### src/rtl/irq_seq_pkg.sv
package irq_seq_pkg;

    localparam int BYTE_W = 8;
    localparam int ADDR_W = 16;

    localparam int FLAG_I = 2;
    localparam int FLAG_B = 4;
    localparam int FLAG_V = 6;

    localparam logic [ADDR_W-1:0] VEC_NMI  = 16'hFFFA;
    localparam logic [ADDR_W-1:0] VEC_MASK = 16'hFFFE;

    typedef enum logic [2:0] {
        ST_IDLE,
        ST_DEAD,
        ST_PUSH_H,
        ST_PUSH_L,
        ST_PUSH_P,
        ST_VEC_L,
        ST_VEC_H
    } step_t;

    typedef enum logic {
        SRC_MASK = 1'b0,
        SRC_NMI  = 1'b1
    } src_t;

    typedef struct packed {
        logic start;
        src_t src;
    } launch_t;

    function automatic logic [ADDR_W-1:0] vec_base(src_t s);
        return (s == SRC_NMI) ? VEC_NMI : VEC_MASK;
    endfunction

    function automatic logic [ADDR_W-1:0] stack_addr(logic [BYTE_W-1:0] page,
                                                     logic [BYTE_W-1:0] sp);
        return {page, sp};
    endfunction

    function automatic logic [BYTE_W-1:0] push_status(logic [BYTE_W-1:0] st);
        logic [BYTE_W-1:0] r;
        r = st;
        r[FLAG_B] = 1'b0;
        return r;
    endfunction

endpackage

### src/rtl/irq_seq_arbiter.sv
module irq_seq_arbiter
    import irq_seq_pkg::*;
(
    input  logic    clk,
    input  logic    rst,
    input  logic    irq_req,
    input  logic    nmi_line,
    input  logic    boundary,
    input  logic    cli_done,
    input  logic    i_flag,
    input  logic    busy,
    output launch_t launch
);

    logic nmi_prev, irq_prev;
    logic nmi_pend, irq_pend;
    logic nmi_rise, irq_rise;
    logic check, take_nmi, take_irq;
    logic nmi_pend_d, irq_pend_d;

    always_comb begin
        nmi_rise = nmi_line & ~nmi_prev;
        irq_rise = irq_req & ~irq_prev;
        check    = boundary & ~busy;
        take_nmi = check & nmi_pend;
        take_irq = check & ~nmi_pend & ~cli_done & irq_pend & ~i_flag;

        nmi_pend_d = (nmi_pend & ~take_nmi) | nmi_rise;
        if (check && !nmi_pend)
            irq_pend_d = (cli_done & irq_req) | irq_rise;
        else
            irq_pend_d = irq_pend | irq_rise;

        launch.start = take_nmi | take_irq;
        launch.src   = take_nmi ? SRC_NMI : SRC_MASK;
    end

    always_ff @(posedge clk) begin
        if (rst) begin
            nmi_prev <= 1'b0;
            irq_prev <= 1'b0;
            nmi_pend <= 1'b0;
            irq_pend <= 1'b0;
        end else begin
            nmi_prev <= nmi_line;
            irq_prev <= irq_req;
            nmi_pend <= nmi_pend_d;
            irq_pend <= irq_pend_d;
        end
    end

endmodule

### src/rtl/irq_seq_engine.sv
module irq_seq_engine
    import irq_seq_pkg::*;
#(
    parameter int              ENTRY_COST = 7,
    parameter logic [7:0]      STACK_PAGE = 8'h01,
    parameter int              LEN_W      = 6
) (
    input  logic               clk,
    input  logic               rst,
    input  launch_t            launch,
    input  logic [ADDR_W-1:0]  pc_in,
    input  logic [BYTE_W-1:0]  sp_in,
    input  logic [BYTE_W-1:0]  status_in,
    input  logic               bus_ack,
    input  logic [BYTE_W-1:0]  bus_rdata,
    output logic               bus_req,
    output logic               bus_we,
    output logic [ADDR_W-1:0]  bus_addr,
    output logic [BYTE_W-1:0]  bus_wdata,
    output logic               busy,
    output logic               done,
    output logic               ack_mask,
    output logic [ADDR_W-1:0]  pc_new,
    output logic [BYTE_W-1:0]  sp_new,
    output logic [LEN_W-1:0]   entry_len
);

    localparam int DEAD_CYC = ENTRY_COST - 5;
    localparam int CNT_W    = (DEAD_CYC > 1) ? $clog2(DEAD_CYC) : 1;

    step_t              step;
    src_t               src_q;
    logic [CNT_W-1:0]   wait_cnt;
    logic [ADDR_W-1:0]  pc_q;
    logic [BYTE_W-1:0]  sp_q;
    logic [BYTE_W-1:0]  vec_lo;
    logic [LEN_W-1:0]   run;
    logic               last;

    assign busy   = (step != ST_IDLE);
    assign sp_new = sp_q;
    assign last   = (step == ST_VEC_H) && bus_ack;

    always_comb begin
        bus_req   = 1'b0;
        bus_we    = 1'b0;
        bus_addr  = '0;
        bus_wdata = '0;
        unique case (step)
            ST_PUSH_H: begin
                bus_req   = 1'b1;
                bus_we    = 1'b1;
                bus_addr  = stack_addr(STACK_PAGE, sp_q);
                bus_wdata = pc_q[ADDR_W-1:BYTE_W];
            end
            ST_PUSH_L: begin
                bus_req   = 1'b1;
                bus_we    = 1'b1;
                bus_addr  = stack_addr(STACK_PAGE, sp_q);
                bus_wdata = pc_q[BYTE_W-1:0];
            end
            ST_PUSH_P: begin
                bus_req   = 1'b1;
                bus_we    = 1'b1;
                bus_addr  = stack_addr(STACK_PAGE, sp_q);
                bus_wdata = push_status(status_in);
            end
            ST_VEC_L: begin
                bus_req  = 1'b1;
                bus_addr = vec_base(src_q);
            end
            ST_VEC_H: begin
                bus_req  = 1'b1;
                bus_addr = vec_base(src_q) | 16'h0001;
            end
            default: ;
        endcase
    end

    always_ff @(posedge clk) begin
        if (rst) begin
            step      <= ST_IDLE;
            src_q     <= SRC_MASK;
            wait_cnt  <= '0;
            pc_q      <= '0;
            sp_q      <= '0;
            vec_lo    <= '0;
            run       <= '0;
            pc_new    <= '0;
            entry_len <= '0;
            done      <= 1'b0;
            ack_mask  <= 1'b0;
        end else begin
            done     <= last;
            ack_mask <= last && (src_q == SRC_MASK);
            if (step != ST_IDLE)
                run <= run + 1'b1;
            unique case (step)
                ST_IDLE: begin
                    if (launch.start) begin
                        step     <= ST_DEAD;
                        wait_cnt <= CNT_W'(DEAD_CYC - 1);
                        pc_q     <= pc_in;
                        sp_q     <= sp_in;
                        src_q    <= launch.src;
                        run      <= '0;
                    end
                end
                ST_DEAD: begin
                    if (wait_cnt == '0)
                        step <= ST_PUSH_H;
                    else
                        wait_cnt <= wait_cnt - 1'b1;
                end
                ST_PUSH_H, ST_PUSH_L, ST_PUSH_P: begin
                    if (bus_ack) begin
                        sp_q <= sp_q - 8'd1;
                        step <= (step == ST_PUSH_H) ? ST_PUSH_L :
                                (step == ST_PUSH_L) ? ST_PUSH_P : ST_VEC_L;
                    end
                end
                ST_VEC_L: begin
                    if (bus_ack) begin
                        vec_lo <= bus_rdata;
                        step   <= ST_VEC_H;
                    end
                end
                ST_VEC_H: begin
                    if (bus_ack) begin
                        pc_new    <= {bus_rdata, vec_lo};
                        entry_len <= run + 1'b1;
                        step      <= ST_IDLE;
                    end
                end
                default: step <= ST_IDLE;
            endcase
        end
    end

endmodule

### src/rtl/irq_seq_status.sv
module irq_seq_status
    import irq_seq_pkg::*;
(
    input  logic              clk,
    input  logic              rst,
    input  logic              so_pin,
    input  logic              entry_done,
    input  logic [BYTE_W-1:0] status_in,
    output logic              status_we,
    output logic [BYTE_W-1:0] status_upd
);

    logic so_prev;
    logic so_fall;

    always_comb begin
        so_fall    = so_prev & ~so_pin;
        status_we  = so_fall | entry_done;
        status_upd = status_in;
        if (so_fall)
            status_upd[FLAG_V] = 1'b1;
        if (entry_done)
            status_upd[FLAG_I] = 1'b1;
    end

    always_ff @(posedge clk) begin
        if (rst)
            so_prev <= 1'b0;
        else
            so_prev <= so_pin;
    end

endmodule

### src/rtl/irq_entry_seq.sv
module irq_entry_seq
    import irq_seq_pkg::*;
#(
    parameter int         ENTRY_COST = 7,
    parameter logic [7:0] STACK_PAGE = 8'h01,
    parameter int         LEN_W      = 6
) (
    input  logic              clk,
    input  logic              rst,
    input  logic              irq_req,
    input  logic              nmi_line,
    input  logic              so_pin,
    input  logic              boundary,
    input  logic              cli_done,
    input  logic [7:0]        status_in,
    input  logic [15:0]       pc_in,
    input  logic [7:0]        sp_in,
    input  logic              bus_ack,
    input  logic [7:0]        bus_rdata,
    output logic              bus_req,
    output logic              bus_we,
    output logic [15:0]       bus_addr,
    output logic [7:0]        bus_wdata,
    output logic              status_we,
    output logic [7:0]        status_upd,
    output logic [7:0]        sp_new,
    output logic [15:0]       pc_new,
    output logic              entry_done,
    output logic              irq_ack,
    output logic              entry_busy,
    output logic [LEN_W-1:0]  entry_len
);

    launch_t launch;

    irq_seq_arbiter u_arb (
        .clk      (clk),
        .rst      (rst),
        .irq_req  (irq_req),
        .nmi_line (nmi_line),
        .boundary (boundary),
        .cli_done (cli_done),
        .i_flag   (status_in[FLAG_I]),
        .busy     (entry_busy),
        .launch   (launch)
    );

    irq_seq_engine #(
        .ENTRY_COST (ENTRY_COST),
        .STACK_PAGE (STACK_PAGE),
        .LEN_W      (LEN_W)
    ) u_eng (
        .clk       (clk),
        .rst       (rst),
        .launch    (launch),
        .pc_in     (pc_in),
        .sp_in     (sp_in),
        .status_in (status_in),
        .bus_ack   (bus_ack),
        .bus_rdata (bus_rdata),
        .bus_req   (bus_req),
        .bus_we    (bus_we),
        .bus_addr  (bus_addr),
        .bus_wdata (bus_wdata),
        .busy      (entry_busy),
        .done      (entry_done),
        .ack_mask  (irq_ack),
        .pc_new    (pc_new),
        .sp_new    (sp_new),
        .entry_len (entry_len)
    );

    irq_seq_status u_st (
        .clk        (clk),
        .rst        (rst),
        .so_pin     (so_pin),
        .entry_done (entry_done),
        .status_in  (status_in),
        .status_we  (status_we),
        .status_upd (status_upd)
    );

endmodule

### config.mk
export PLATFORM = sky130hd
export DESIGN_NAME = irq_entry_seq
export DESIGN_NICKNAME = d
export VERILOG_FILES = /design/src/rtl/irq_seq_pkg.sv /design/src/rtl/irq_seq_arbiter.sv /design/src/rtl/irq_seq_engine.sv /design/src/rtl/irq_seq_status.sv /design/src/rtl/irq_entry_seq.sv
export SDC_FILE = /design/constraint.sdc
export NUM_CORES = 1
export LEC_CHECK = 0
export BUFFER_PORTS_ARGS = -buffer_cell sky130_fd_sc_hd__buf_2
export CAP_MARGIN = 20
export CORE_MARGIN = 2
export CORE_UTILIZATION = 45
export DETAILED_ROUTE_END_ITERATION = 12
export GPL_TIMING_DRIVEN = 0
export PLACE_DENSITY = 0.73
export SYNTH_ARGS = -nofsm -noshare
export SYNTH_HDL_FRONTEND = slang
export SYNTH_SLANG_ARGS = --single-unit
### constraint.sdc
create_clock -name clk -period 4.6 [get_ports clk]
set_input_delay 0.23 -clock clk [delete_from_list [all_inputs] [get_ports clk]]
set_output_delay 0.23 -clock clk [all_outputs]
set_load 0.01 [all_outputs]
# --- Word level (Yosys, flattened, before mapping) ---
# Cells that the tools add are included.
# Widths: inputs -> output; s select.
word_totals:
  ff_bits: 72
  input_bits: 48
  output_inout_bits: 68
  mem_bits_rw: 0
  latch_bits: 0
  rom_bits: 0
  n_memories: 0
  elab_cells: 97
op_classes:
  div_mod_pow: 0
  mul: 0
  magnitude_cmp: 0
  mux: 26
  shift: 0
  n_bitwise: 25
  add_sub_neg: 3
  reduce_logical: 16
  n_eq_ne: 11
op_table:
  columns: ["cell", "n"]
  rows:
  - ["$pmux 16 s3", 1]
  - ["$pmux 8 s3", 1]
  - ["$mux 3", 7]
  - ["$mux 6", 3]
  - ["$mux 8", 2]
  - ["$pmux 8 s2", 1]
  - ["$pmux 3 s5", 1]
  - ["$and 1x1->1", 11]
  - ["$eq 3x3->1 const B", 3]
  - ["$mux 1", 9]
  - ["$not 1->1", 9]
  - ["$ne 2x2->1 const B", 4]
  - ["$reduce_and 2->1", 4]
  - ["$sub 8x1->8 const B", 1]
  - ["$add 6x1->6 const B", 1]
  - ["$eq 3x2->1 const B", 2]
  - ["$or 1x1->1", 5]
  - ["$reduce_and 5->1", 1]
  - ["$reduce_or 5->1", 1]
  - ["$reduce_bool 2->1", 2]
  - ["$eq 3x1->1 const B", 1]
  - ["$logic_and 1x1->1", 3]
  - ["$logic_not 3->1", 1]
  - ["$reduce_and 3->1", 1]
  - ["other kinds (6)", 6]

# --- Logic depth before layout (Yosys ltp) ---
# Gate-level depths: netlist of run 1.
depth:
  word_depth: 10
  ltp_mapped: 7
  mapped_depth_nobuf: 6

# --- Hierarchy ---
# A second synthesis of run 1 with hierarchy kept.
unflattened:
  cells_unflattened: 417
  area_unflattened_um2: 3375.7
modules_own_cells:
  columns: ["module", "cells_per_inst", "seq_area_each_um2", "instances", "area_per_inst_um2"]
  rows:
  - ["irq_seq_engine", 385, 1341.3, 1, 3094.2]
  - ["irq_seq_arbiter", 20, 80.1, 1, 177.7]
  - ["irq_seq_status", 12, 20.0, 1, 103.8]

# --- Worst setup path after synthesis of run 1 ---
# OpenSTA, ideal clock, no wires.
synth_timing:
  path_type: "reg-to-output"
  start: "reg u_eng.step[1]"
  end: "out bus_addr[10]"
  required_time_ns: 4.370
  path_stages_with_launch: 7
  n_path_buf: 3
  setup_slack_ns: 2.856
  arrival_time_ns: 1.514
  cell_sequence: "dfxtp_1 -> buf_6 -> clkbuf_1 -> nor2b_1 -> o21ai_1 -> inv_1 -> buf_4"
synth_between:
  elab_chain_len: 3
  word_cells_on_any_way: 7
  classes_between: "eq/ne (5); mux (1); reduce/logical (1)"
synth_rtl:
  columns: ["element", "line_no", "source"]
  rows:
  - ["start, declared", "irq_seq_engine.sv:31", "step_t step;"]
  - ["start signal, assigned", "irq_seq_engine.sv:118", "step <= (step == ST_PUSH_H) ? ST_PUSH_L :"]
  - ["$eq 3x3->1 or $eq 3x2->1 (tied branches)", "irq_seq_engine.sv:49", "unique case (step)"]
  - ["$reduce_or 3->1 (no source line)", null, null]
  - ["$pmux 16 s3 (*)", "irq_seq_engine.sv:49", null]
  - ["end, declared", "irq_entry_seq.sv:22", "output logic [15:0] bus_addr,"]
# Mark *: on every way between the ends. The rest lies on a longest branch, timed or not.

# --- Final worst setup path of run 1 ---
layout_timing:
  start: "reg u_eng.step[1]"
  end: "out bus_addr[13]"
# The elaborated chain is that of the path after synthesis.

==> summary.txt, run 1 <==
Run
  • Maximum Capacitance Violations: 0

Pwr
  • Max VDD drop: between 0.15 and 0.2 mV
  • Leak: between 1.5 and 2 nW
  • PnR Total Power: 1.498 mW
  • Power density over the cells: 349.3 nW/um^2

Place
  • Post-detailed-placement half-perimeter wirelength: 6.880 mm
  • Port Buf Inserts: roughly 110
  • Pre-CTS WS: about 2.5 ns
  • GPL Wtd Cong: 0.9012

Finish
  • Multi-input logic area: around 1600 um^2
  • Post-synthesis to final-layout area growth: 28.21%
  • Fraction of final layout cells sized beyond drive strength 1: 0.2906
  • Share of the core filled with cells: 0.5943
  • # fillers: a little over 700
  • Sequential cell area: between 1000 and 1500 um^2
  • Total Nets Final: around 600
  • Diode count: 0

Global route
  • Vias in the first global route: between 3k and 4k
  • Maximum number of pins on one net before global-route repair: 13
  • Number of antenna violations at the first check in global routing: 0
  • Total GRT Usage: 0.2345
  • Congestion Overflow GR: 0
  • Wire length of the first global-routing pass: between 15 and 20 mm

Clock tree
  • CTS Buffer Depth: 2
  • Post-CTS resize count: 0
  • Clock insertion delay at the later pin of the skew report: approximately 0.35 ns
  • CTS Sinks: 72
  • Hold-fix buffers, CTS: 0
  • Total clock buffers created by CTS: 9
  • Clock root cell: sky130_fd_sc_hd__clkbuf_8
  • Clk pin slew, worst setup/hold paths: approximately 0.08 ns
  • Maximum level of the CTS H-tree: 3
  • Total setup buffers inserted after CTS: 0
  • Clock tree from TritonCTS: done

Worst setup path
  • Critical path launch point type: register
  • Arr. time, crit path: approximately 2.2 ns
  • CP Max Fanout: 10
  • Endpoint required time on the critical path: between 4 and 5 ns
  • CP Capture Type: output port
  • Reg2Reg Setup Slack: around 2.8 ns
  • Type of the worst setup path: reg -> out

Synthesis
  • Post-synthesis sequential area ratio: 0.4310
  • Synthesized Nets: around 480
  • Share of the synthesized area in the top cell type: 0.4310
  • Cell type contributing the most total cell area after synthesis: sky130_fd_sc_hd__dfxtp_1
  • Async set-or-reset flop fraction in the synthesized netlist: 0
  • Count of mapped cells out of synthesis: 425
  • Yosys Warn Count: 0
  • Unique masters post-synth: between 50 and 60
  • Cell area after synthesis: ~3300 um^2
  • Avg Synthesized Cell Area: just under 8 um^2
  • Synthesized flop and latch total: roughly 70
  • EDFF count, synth: 0
  • Most used flip-flop cell after synthesis: sky130_fd_sc_hd__dfxtp_1
  • Top area cells in the synthesized netlist: sky130_fd_sc_hd__dfxtp_1 43%, sky130_fd_sc_hd__nand2_1 13%, sky130_fd_sc_hd__a21oi_1 8.2%

Routing
  • Total met3 wirelength after detailed routing: 566 um
  • Violation count after the first detailed-routing iteration: roughly 170
  • Detailed-route vias per instance: ~5.3
  • M1 WL: roughly 4 mm
  • Routed length on met2: between 4 and 5 mm
  • Routed Wire Length: about 9.4 mm
  • Top layer used by detailed routing: met4
  • DRC violations left: 0
  • Total iterations of the first detailed-routing run: 5
  • Routed len/inst: 14.42 um
  • Antenna viol nets, final: 0
  • Via Count: 3467

STA
  • Top achievable clock speed: about 400 MHz
  • Time the final worst path needs with I/O delays and setup: ~2.5 ns
  • Setup WS post-layout: between 2 and 2.5 ns
  • # setup viols final: 0
  • Unrepaired setup endpoints after global routing: false
  • Post-route setup TNS: 0 ns
  • Hold Fails Final Rpt: 0
  • Relative slew margins: 0.5675
  • Final hold slack: about 0.12 ns
  • Final Slew Violations: 0
  • Final worst clock skew: 0.01164 ns
  • Transition time at the pin with the least slew margin: ~0.64 ns
  • Ratio of final minimum period to clock period: 0.5354

Die
  • Placeable core region: a little over 7000 um^2
  • Initial core utilization: 0.4636
  • Die H: approximately 90 um
  • Boundary Pins: 116
  • Standard-cell row count: 31
  • Horiz. Die Dim: 90.21 um
  • Die area: about 8100 um^2

Min path
  • Hold Crit Class: in -> reg

Outcome
  • Outcome: complete, no violations
==> cells by family after synthesis <==
kind of cell               Yosys count  synth area share
AOI/OAI and AO/OA                  112            0.2069
DFF                                 72            0.4310
adders and majority gates            2          0.007481
buffers and inverters               54           0.08941
xor gates and xnor gates             5           0.01309
muxes                                8           0.02394
and+or+nand+nor                    172            0.2282
==> per-layer routing <==
| layer | vias to the layer above | global-route usage |
|---|---|---|
| met2 | 141 | 0.3784 |
| met4 | 0 | 0.1295 |
| met3 | 24 | 0.04694 |
| met1 | 1614 | 0.2939 |
| met5 | - | 0 |
| li1 | 1688 | - |
==> cell type report <==
class                           instances  area share
Buffer                                 43     0.06011
Clock buffer                           12     0.03618
Clock inverter                          4     0.02305
Inverter                               11    0.009629
Multi-Input combinational cell        299      0.3741
Sequential cell                        72      0.3362
Tap cell                               99     0.02889
Timing Repair Buffer                  113      0.1319
==> report_power, final <==
group	total, mW	switching, mW	internal, mW	leakage (nW)
sequential	0.661	0.0175	0.644	0.584
combinational	0.201	0.117	0.0838	1.18
clock	0.636	0.243	0.393	0.127
total	1.50	0.378	1.12	1.89
==> flip-flops by register name, summed over array words and instances (netlist names) <==
register / count
u_eng.pc_new: 16
u_eng.run: 6
u_eng.pc_q: 16
u_arb.nmi_prev: 1
u_arb.irq_prev: 1
u_eng.sp_new: 8
u_eng.entry_len: 6
u_eng.wait_cnt: 1
u_st.so_prev: 1
u_eng.vec_lo: 8
u_arb.irq_pend: 1
u_arb.nmi_pend: 1
u_eng.step: 3
u_eng.ack_mask: 1
u_eng.done: 1
u_eng.src_q: 1
==> critical path: stages (launching register included) <==
cell                       delay [ns]
sky130_fd_sc_hd__dfxtp_1         0.31
sky130_fd_sc_hd__buf_6           0.12
sky130_fd_sc_hd__clkbuf_1        0.20
sky130_fd_sc_hd__nor2b_1         0.18
sky130_fd_sc_hd__o21ai_1         0.51
sky130_fd_sc_hd__inv_1           0.24
sky130_fd_sc_hd__buf_4           0.19
sky130_fd_sc_hd__buf_2           0.13
==> synth_stat cells (6+ instances only) <==
| master | n |
|---|---|
| sky130_fd_sc_hd__nand2_1 | 112 |
| sky130_fd_sc_hd__nor3_1 | 7 |
| sky130_fd_sc_hd__nor2b_1 | 6 |
| sky130_fd_sc_hd__a211oi_1 | 7 |
| sky130_fd_sc_hd__nand3_1 | 10 |
| sky130_fd_sc_hd__clkbuf_1 | 19 |
| sky130_fd_sc_hd__dfxtp_1 | 72 |
| sky130_fd_sc_hd__buf_4 | 14 |
| sky130_fd_sc_hd__mux2i_1 | 8 |
| sky130_fd_sc_hd__o21ai_0 | 17 |
| sky130_fd_sc_hd__nor2_1 | 15 |
| sky130_fd_sc_hd__a21oi_1 | 55 |
| sky130_fd_sc_hd__inv_1 | 11 |
==> path summary, 6_finish.rpt <==
check	from	to	depth (start not counted)
hold reg to reg	u_eng.pc_new[1]$_SDFFE_PP0P_	u_eng.pc_new[1]$_SDFFE_PP0P_	2
hold / removal	pc_in[5]	u_eng.pc_q[5]$_SDFFE_PP0P_	3
setup / recovery	u_eng.step[1]$_SDFFE_PP0P_	bus_addr[13]	7
setup reg to reg	u_eng.sp_new[0]$_SDFFE_PP0P_	u_eng.sp_new[4]$_SDFFE_PP0P_	6
==> metrics by stage <==
step	instance area [um^2]	cells
CTS	4288	653
global route	4288	653
finish	4288	653
floorplan	3344	425
global placement	4034	637
detailed placement	4034	637
==> layout by cell type (no fill, tap or decap), types with 2 or more instances in the layout <==
| master | synthesis | final |
|---|---|---|
| sky130_fd_sc_hd__nand3_1 | 10 | 10 |
| sky130_fd_sc_hd__buf_4 | 14 | 14 |
| sky130_fd_sc_hd__nor2_1 | 15 | 15 |
| sky130_fd_sc_hd__a21oi_2 | 2 | 2 |
| sky130_fd_sc_hd__nor3_1 | 7 | 7 |
| sky130_fd_sc_hd__bufinv_16 | 0 | 3 |
| sky130_fd_sc_hd__and3_1 | 2 | 2 |
| sky130_fd_sc_hd__a22oi_1 | 2 | 2 |
| sky130_fd_sc_hd__o211ai_1 | 3 | 3 |
| sky130_fd_sc_hd__clkbuf_8 | 0 | 11 |
| sky130_fd_sc_hd__mux2i_1 | 8 | 8 |
| sky130_fd_sc_hd__xor2_1 | 4 | 4 |
| sky130_fd_sc_hd__ha_1 | 2 | 2 |
| sky130_fd_sc_hd__a211oi_1 | 7 | 7 |
| sky130_fd_sc_hd__o32ai_1 | 5 | 5 |
| sky130_fd_sc_hd__inv_1 | 11 | 11 |
| sky130_fd_sc_hd__nand2_1 | 112 | 112 |
| sky130_fd_sc_hd__clkbuf_1 | 19 | 20 |
| sky130_fd_sc_hd__a21oi_1 | 55 | 55 |
| sky130_fd_sc_hd__or3b_2 | 2 | 2 |
| sky130_fd_sc_hd__nand4_1 | 2 | 2 |
| sky130_fd_sc_hd__nor2b_1 | 6 | 6 |
| sky130_fd_sc_hd__and4_1 | 2 | 2 |
| sky130_fd_sc_hd__o21ai_1 | 2 | 2 |
| sky130_fd_sc_hd__buf_6 | 5 | 5 |
| sky130_fd_sc_hd__dfxtp_1 | 72 | 72 |
| sky130_fd_sc_hd__o21ai_0 | 17 | 17 |
| sky130_fd_sc_hd__nand2b_1 | 5 | 5 |
| sky130_fd_sc_hd__a2bb2oi_1 | 3 | 3 |
| sky130_fd_sc_hd__buf_2 | 5 | 118 |
Note: power is estimated with default switching activity, not from simulation.
==> run 2: changes to the inputs <==
==> constraint.sdc (replaced) <==
create_clock -name clk -period 2.3 [get_ports clk]
set_input_delay 0.115 -clock clk [delete_from_list [all_inputs] [get_ports clk]]
set_output_delay 0.115 -clock clk [all_outputs]
set_load 0.01 [all_outputs]
==> run 2 against run 1 <==
Against the previous run: clock-buffer cell count did not move; cell area barely moved; via count down 1.4%; register-to-register slack lost 2.3 ns; largest power group unchanged; clock power up 98%; die area stayed put; setup slack worse by 1.9 ns; total power grew 99%; critical path type unchanged.
==> summary.txt, run 2 (synthesis results as in run 1) <==
Routing
  • M1 WL: 3.972 mm (was 4.020 mm)
  • Routed length on met2: 4.587 mm (was 4.537 mm)
  • Total iterations of the first detailed-routing run: 5 (unchanged)
  • Detailed-route vias per instance: 5.236 (was 5.309)
  • Top layer used by detailed routing: met4 (unchanged)
  • Routed len/inst: 14.38 um (was 14.42 um)
  • Violation count after the first detailed-routing iteration: 190 (was 173)
  • DRC violations left: 0 (unchanged)
  • Antenna viol nets, final: 0 (unchanged)
  • Total met3 wirelength after detailed routing: 566 um (unchanged)
  • Routed Wire Length: 9.388 mm (was 9.418 mm)
  • Via Count: 3419 (was 3467)

Worst setup path
  • Type of the worst setup path: reg -> out (unchanged)
  • CP Capture Type: output port (unchanged)
  • Destination of the critical timing path: bus_addr[13] (unchanged)
  • Register-to-Register Path Depth: 6 (unchanged)
  • Worst flop-to-flop path startpoint: u_eng.sp_new[0]$_SDFFE_PP0P_ (unchanged)
  • Critical R2R Capture: u_eng.sp_new[4]$_SDFFE_PP0P_ (unchanged)
  • First element of the critical path: u_eng.step[1]$_SDFFE_PP0P_ (unchanged)
  • Reg2Reg Setup Slack: 0.45 ns (was 2.75 ns)
  • Endpoint required time on the critical path: 2.18 ns (was 4.37 ns)
  • Arr. time, crit path: 1.97 ns (was 2.23 ns)
  • Critical path launch point type: register (unchanged)
  • CP Max Fanout: 10 (unchanged)

STA
  • Setup WS post-layout: 0.2122 ns (was 2.137 ns)
  • Relative slew margins: 0.5796 (was 0.5675)
  • Final hold slack: 0.01180 ns (was 0.1212 ns)
  • Top achievable clock speed: between 400 and 500 MHz
  • Transition time at the pin with the least slew margin: 0.6264 ns (was 0.6445 ns)
  • # setup viols final: 0 (unchanged)
  • Hold Fails Final Rpt: 0 (unchanged)
  • Final worst clock skew: 0.01167 ns (was 0.01164 ns)
  • Post-route setup TNS: 0 ns (unchanged)
  • Time the final worst path needs with I/O delays and setup: 2.088 ns
  • Ratio of final minimum period to clock period: 0.9077
  • Unrepaired setup endpoints after global routing: false (unchanged)
  • Final Slew Violations: 0 (unchanged)

Outcome
  • Outcome: complete, no violations (unchanged)

Place
  • GPL Wtd Cong: 0.9012 (unchanged)
  • Port Buf Inserts: 113 (unchanged)
  • Post-detailed-placement half-perimeter wirelength: 6.880 mm (unchanged)
  • Pre-CTS WS: 0.3183 ns (was 2.503 ns)
  • Cell area reported after detailed placement: 4034 um^2 (unchanged)

Finish
  • Post-layout instance area: 4292 um^2 (was 4288 um^2)
  • Share of the core filled with cells: 0.5949 (was 0.5943)
  • Total Nets Final: 599 (unchanged)
  • Post-synthesis to final-layout area growth: 28.32% (was 28.21%)
  • Diode count: 0 (unchanged)
  • Fraction of final layout cells sized beyond drive strength 1: 0.2924 (was 0.2906)
  • # fillers: 711 (was 713)
  • Most common cell after layout, fill and taps aside: sky130_fd_sc_hd__buf_2 (unchanged)
  • Most frequent cells in the layout: 118 x sky130_fd_sc_hd__buf_2, 112 x sky130_fd_sc_hd__nand2_1, 72 x sky130_fd_sc_hd__dfxtp_1 (unchanged)
  • Largest registers: u_eng.pc_new: 16 flops, u_eng.pc_q: 16 flops (unchanged)

Die
  • Boundary Pins: 116 (unchanged)
  • Placeable core region: 7214 um^2 (unchanged)
  • Standard-cell row count: 31 (unchanged)
  • Horiz. Die Dim: 90.21 um (unchanged)
  • Die H: 90.21 um (unchanged)
  • Initial core utilization: 0.4636 (unchanged)
  • Die area: 8138 um^2 (unchanged)

Pwr
  • Logic pwr share: 0.135 (was 0.134)
  • Clock share of power: 0.422 (was 0.424)
  • Power density over the cells: 695.2 nW/um^2 (was 349.3 nW/um^2)
  • Leak: 1.887 nW (about the same)
  • Total internal power: 2.240 mW (was 1.120 mW)
  • Max VDD drop: 0.3164 mV (was 0.1598 mV)
  • Portion of total power attributed to sequential cells: 0.443 (was 0.441)
  • Switching power summed over all nets: 743.6 uW (was 377.8 uW)
  • Switching share of power: 0.2493 (was 0.2523)

Clock tree
  • Total setup buffers inserted after CTS: 0 (unchanged)
  • Clock root cell: sky130_fd_sc_hd__clkbuf_8 (unchanged)
  • Hold-fix buffers, CTS: 0 (unchanged)
  • Clock insertion delay at the later pin of the skew report: 0.34 ns (was 0.35 ns)
  • Clock tree from TritonCTS: done (unchanged)
  • Total clock buffers created by CTS: 9 (unchanged)
  • CTS Sinks: 72 (unchanged)
  • CTS Buffer Depth: 2 (unchanged)
  • Maximum level of the CTS H-tree: 3 (unchanged)
  • Clk pin slew, worst setup/hold paths: 0.07 ns (was 0.08 ns)

Global route
  • Vias in the first global route: 3304 (was 3319)
  • Congestion Overflow GR: 0 (unchanged)
  • Total GRT Usage: 0.2346 (was 0.2345)
  • Maximum number of pins on one net before global-route repair: 13 (unchanged)
  • Number of antenna violations at the first check in global routing: 0 (unchanged)
  • Wire length of the first global-routing pass: 15.48 mm (was 15.44 mm)

Min path
  • Hold Crit Class: in -> reg (unchanged)

Run
  • Maximum Capacitance Violations: 0 (unchanged)
## run 2: area by class of cell
cell class	count	area [um^2]	share of cell area
clock buffer	12	155.1	0.03615
sequential	72	1441	0.3359
timing repair buffer	113	565.5	0.1318
clock inverter	4	98.84	0.02303
buffer	43	257.7	0.06006
tap	99	123.9	0.02886
multi-input combinational	299	1608	0.3746
inverter	11	41.29	0.009621
## run 2: per-layer routing
layer  global-route usage  vias up
li1                     -     1695
met1               0.2955     1579
met2               0.3810      124
met3              0.04694       21
met4               0.1218        0
met5                    0        -
## run 2: worst min path at each step
stage,cells after the start,slack (ns),start,endpoint
after CTS,3,0.003,pc_in[1],u_eng.pc_q[1]$_SDFFE_PP0P_
after detailed placement,2,0.36,so_pin,u_st.so_prev$_SDFF_PP0_
after global routing,3,0.02,irq_req,u_arb.irq_prev$_SDFF_PP0_
final,3,0.01,pc_in[5],u_eng.pc_q[5]$_SDFFE_PP0P_
after global placement,2,0.34,so_pin,u_st.so_prev$_SDFF_PP0_
after floorplan,2,0.23,irq_req,u_arb.irq_prev$_SDFF_PP0_
## run 2: critical path, stage by stage, from the launching register on
cell and delay, ns:
sky130_fd_sc_hd__dfxtp_1 0.31, sky130_fd_sc_hd__buf_6 0.12, sky130_fd_sc_hd__clkbuf_1 0.20, sky130_fd_sc_hd__nor2b_1 0.19, sky130_fd_sc_hd__o21ai_2 0.32, sky130_fd_sc_hd__inv_1 0.19
sky130_fd_sc_hd__buf_4 0.17, sky130_fd_sc_hd__buf_2 0.13
## run 2: per-stage QoR
step / instances / total power [mW]
3_5_place_dp: 637 / 1.746
6_report: 653 / 2.983
4_1_cts: 653 / 2.995
2_1_floorplan: 425 / 1.600
5_1_grt: 653 / 3.100
3_3_place_gp: 637 / 1.737
## run 2: timing repair
action                     CTS  global route
setup endpoints to repair    6             0
hold endpoints to repair     0             0
gates resized for setup      1             0
## run 2: power groups by stage
stage          sequential [mW]  combinational (mW)  clock [mW]
2_1_floorplan             1.35               0.253           0
3_3_place_gp              1.35               0.388           0
3_5_place_dp              1.35               0.396           0
4_1_cts                   1.32               0.399        1.28
5_1_grt                   1.33               0.445        1.33
6_report                  1.32               0.402        1.26
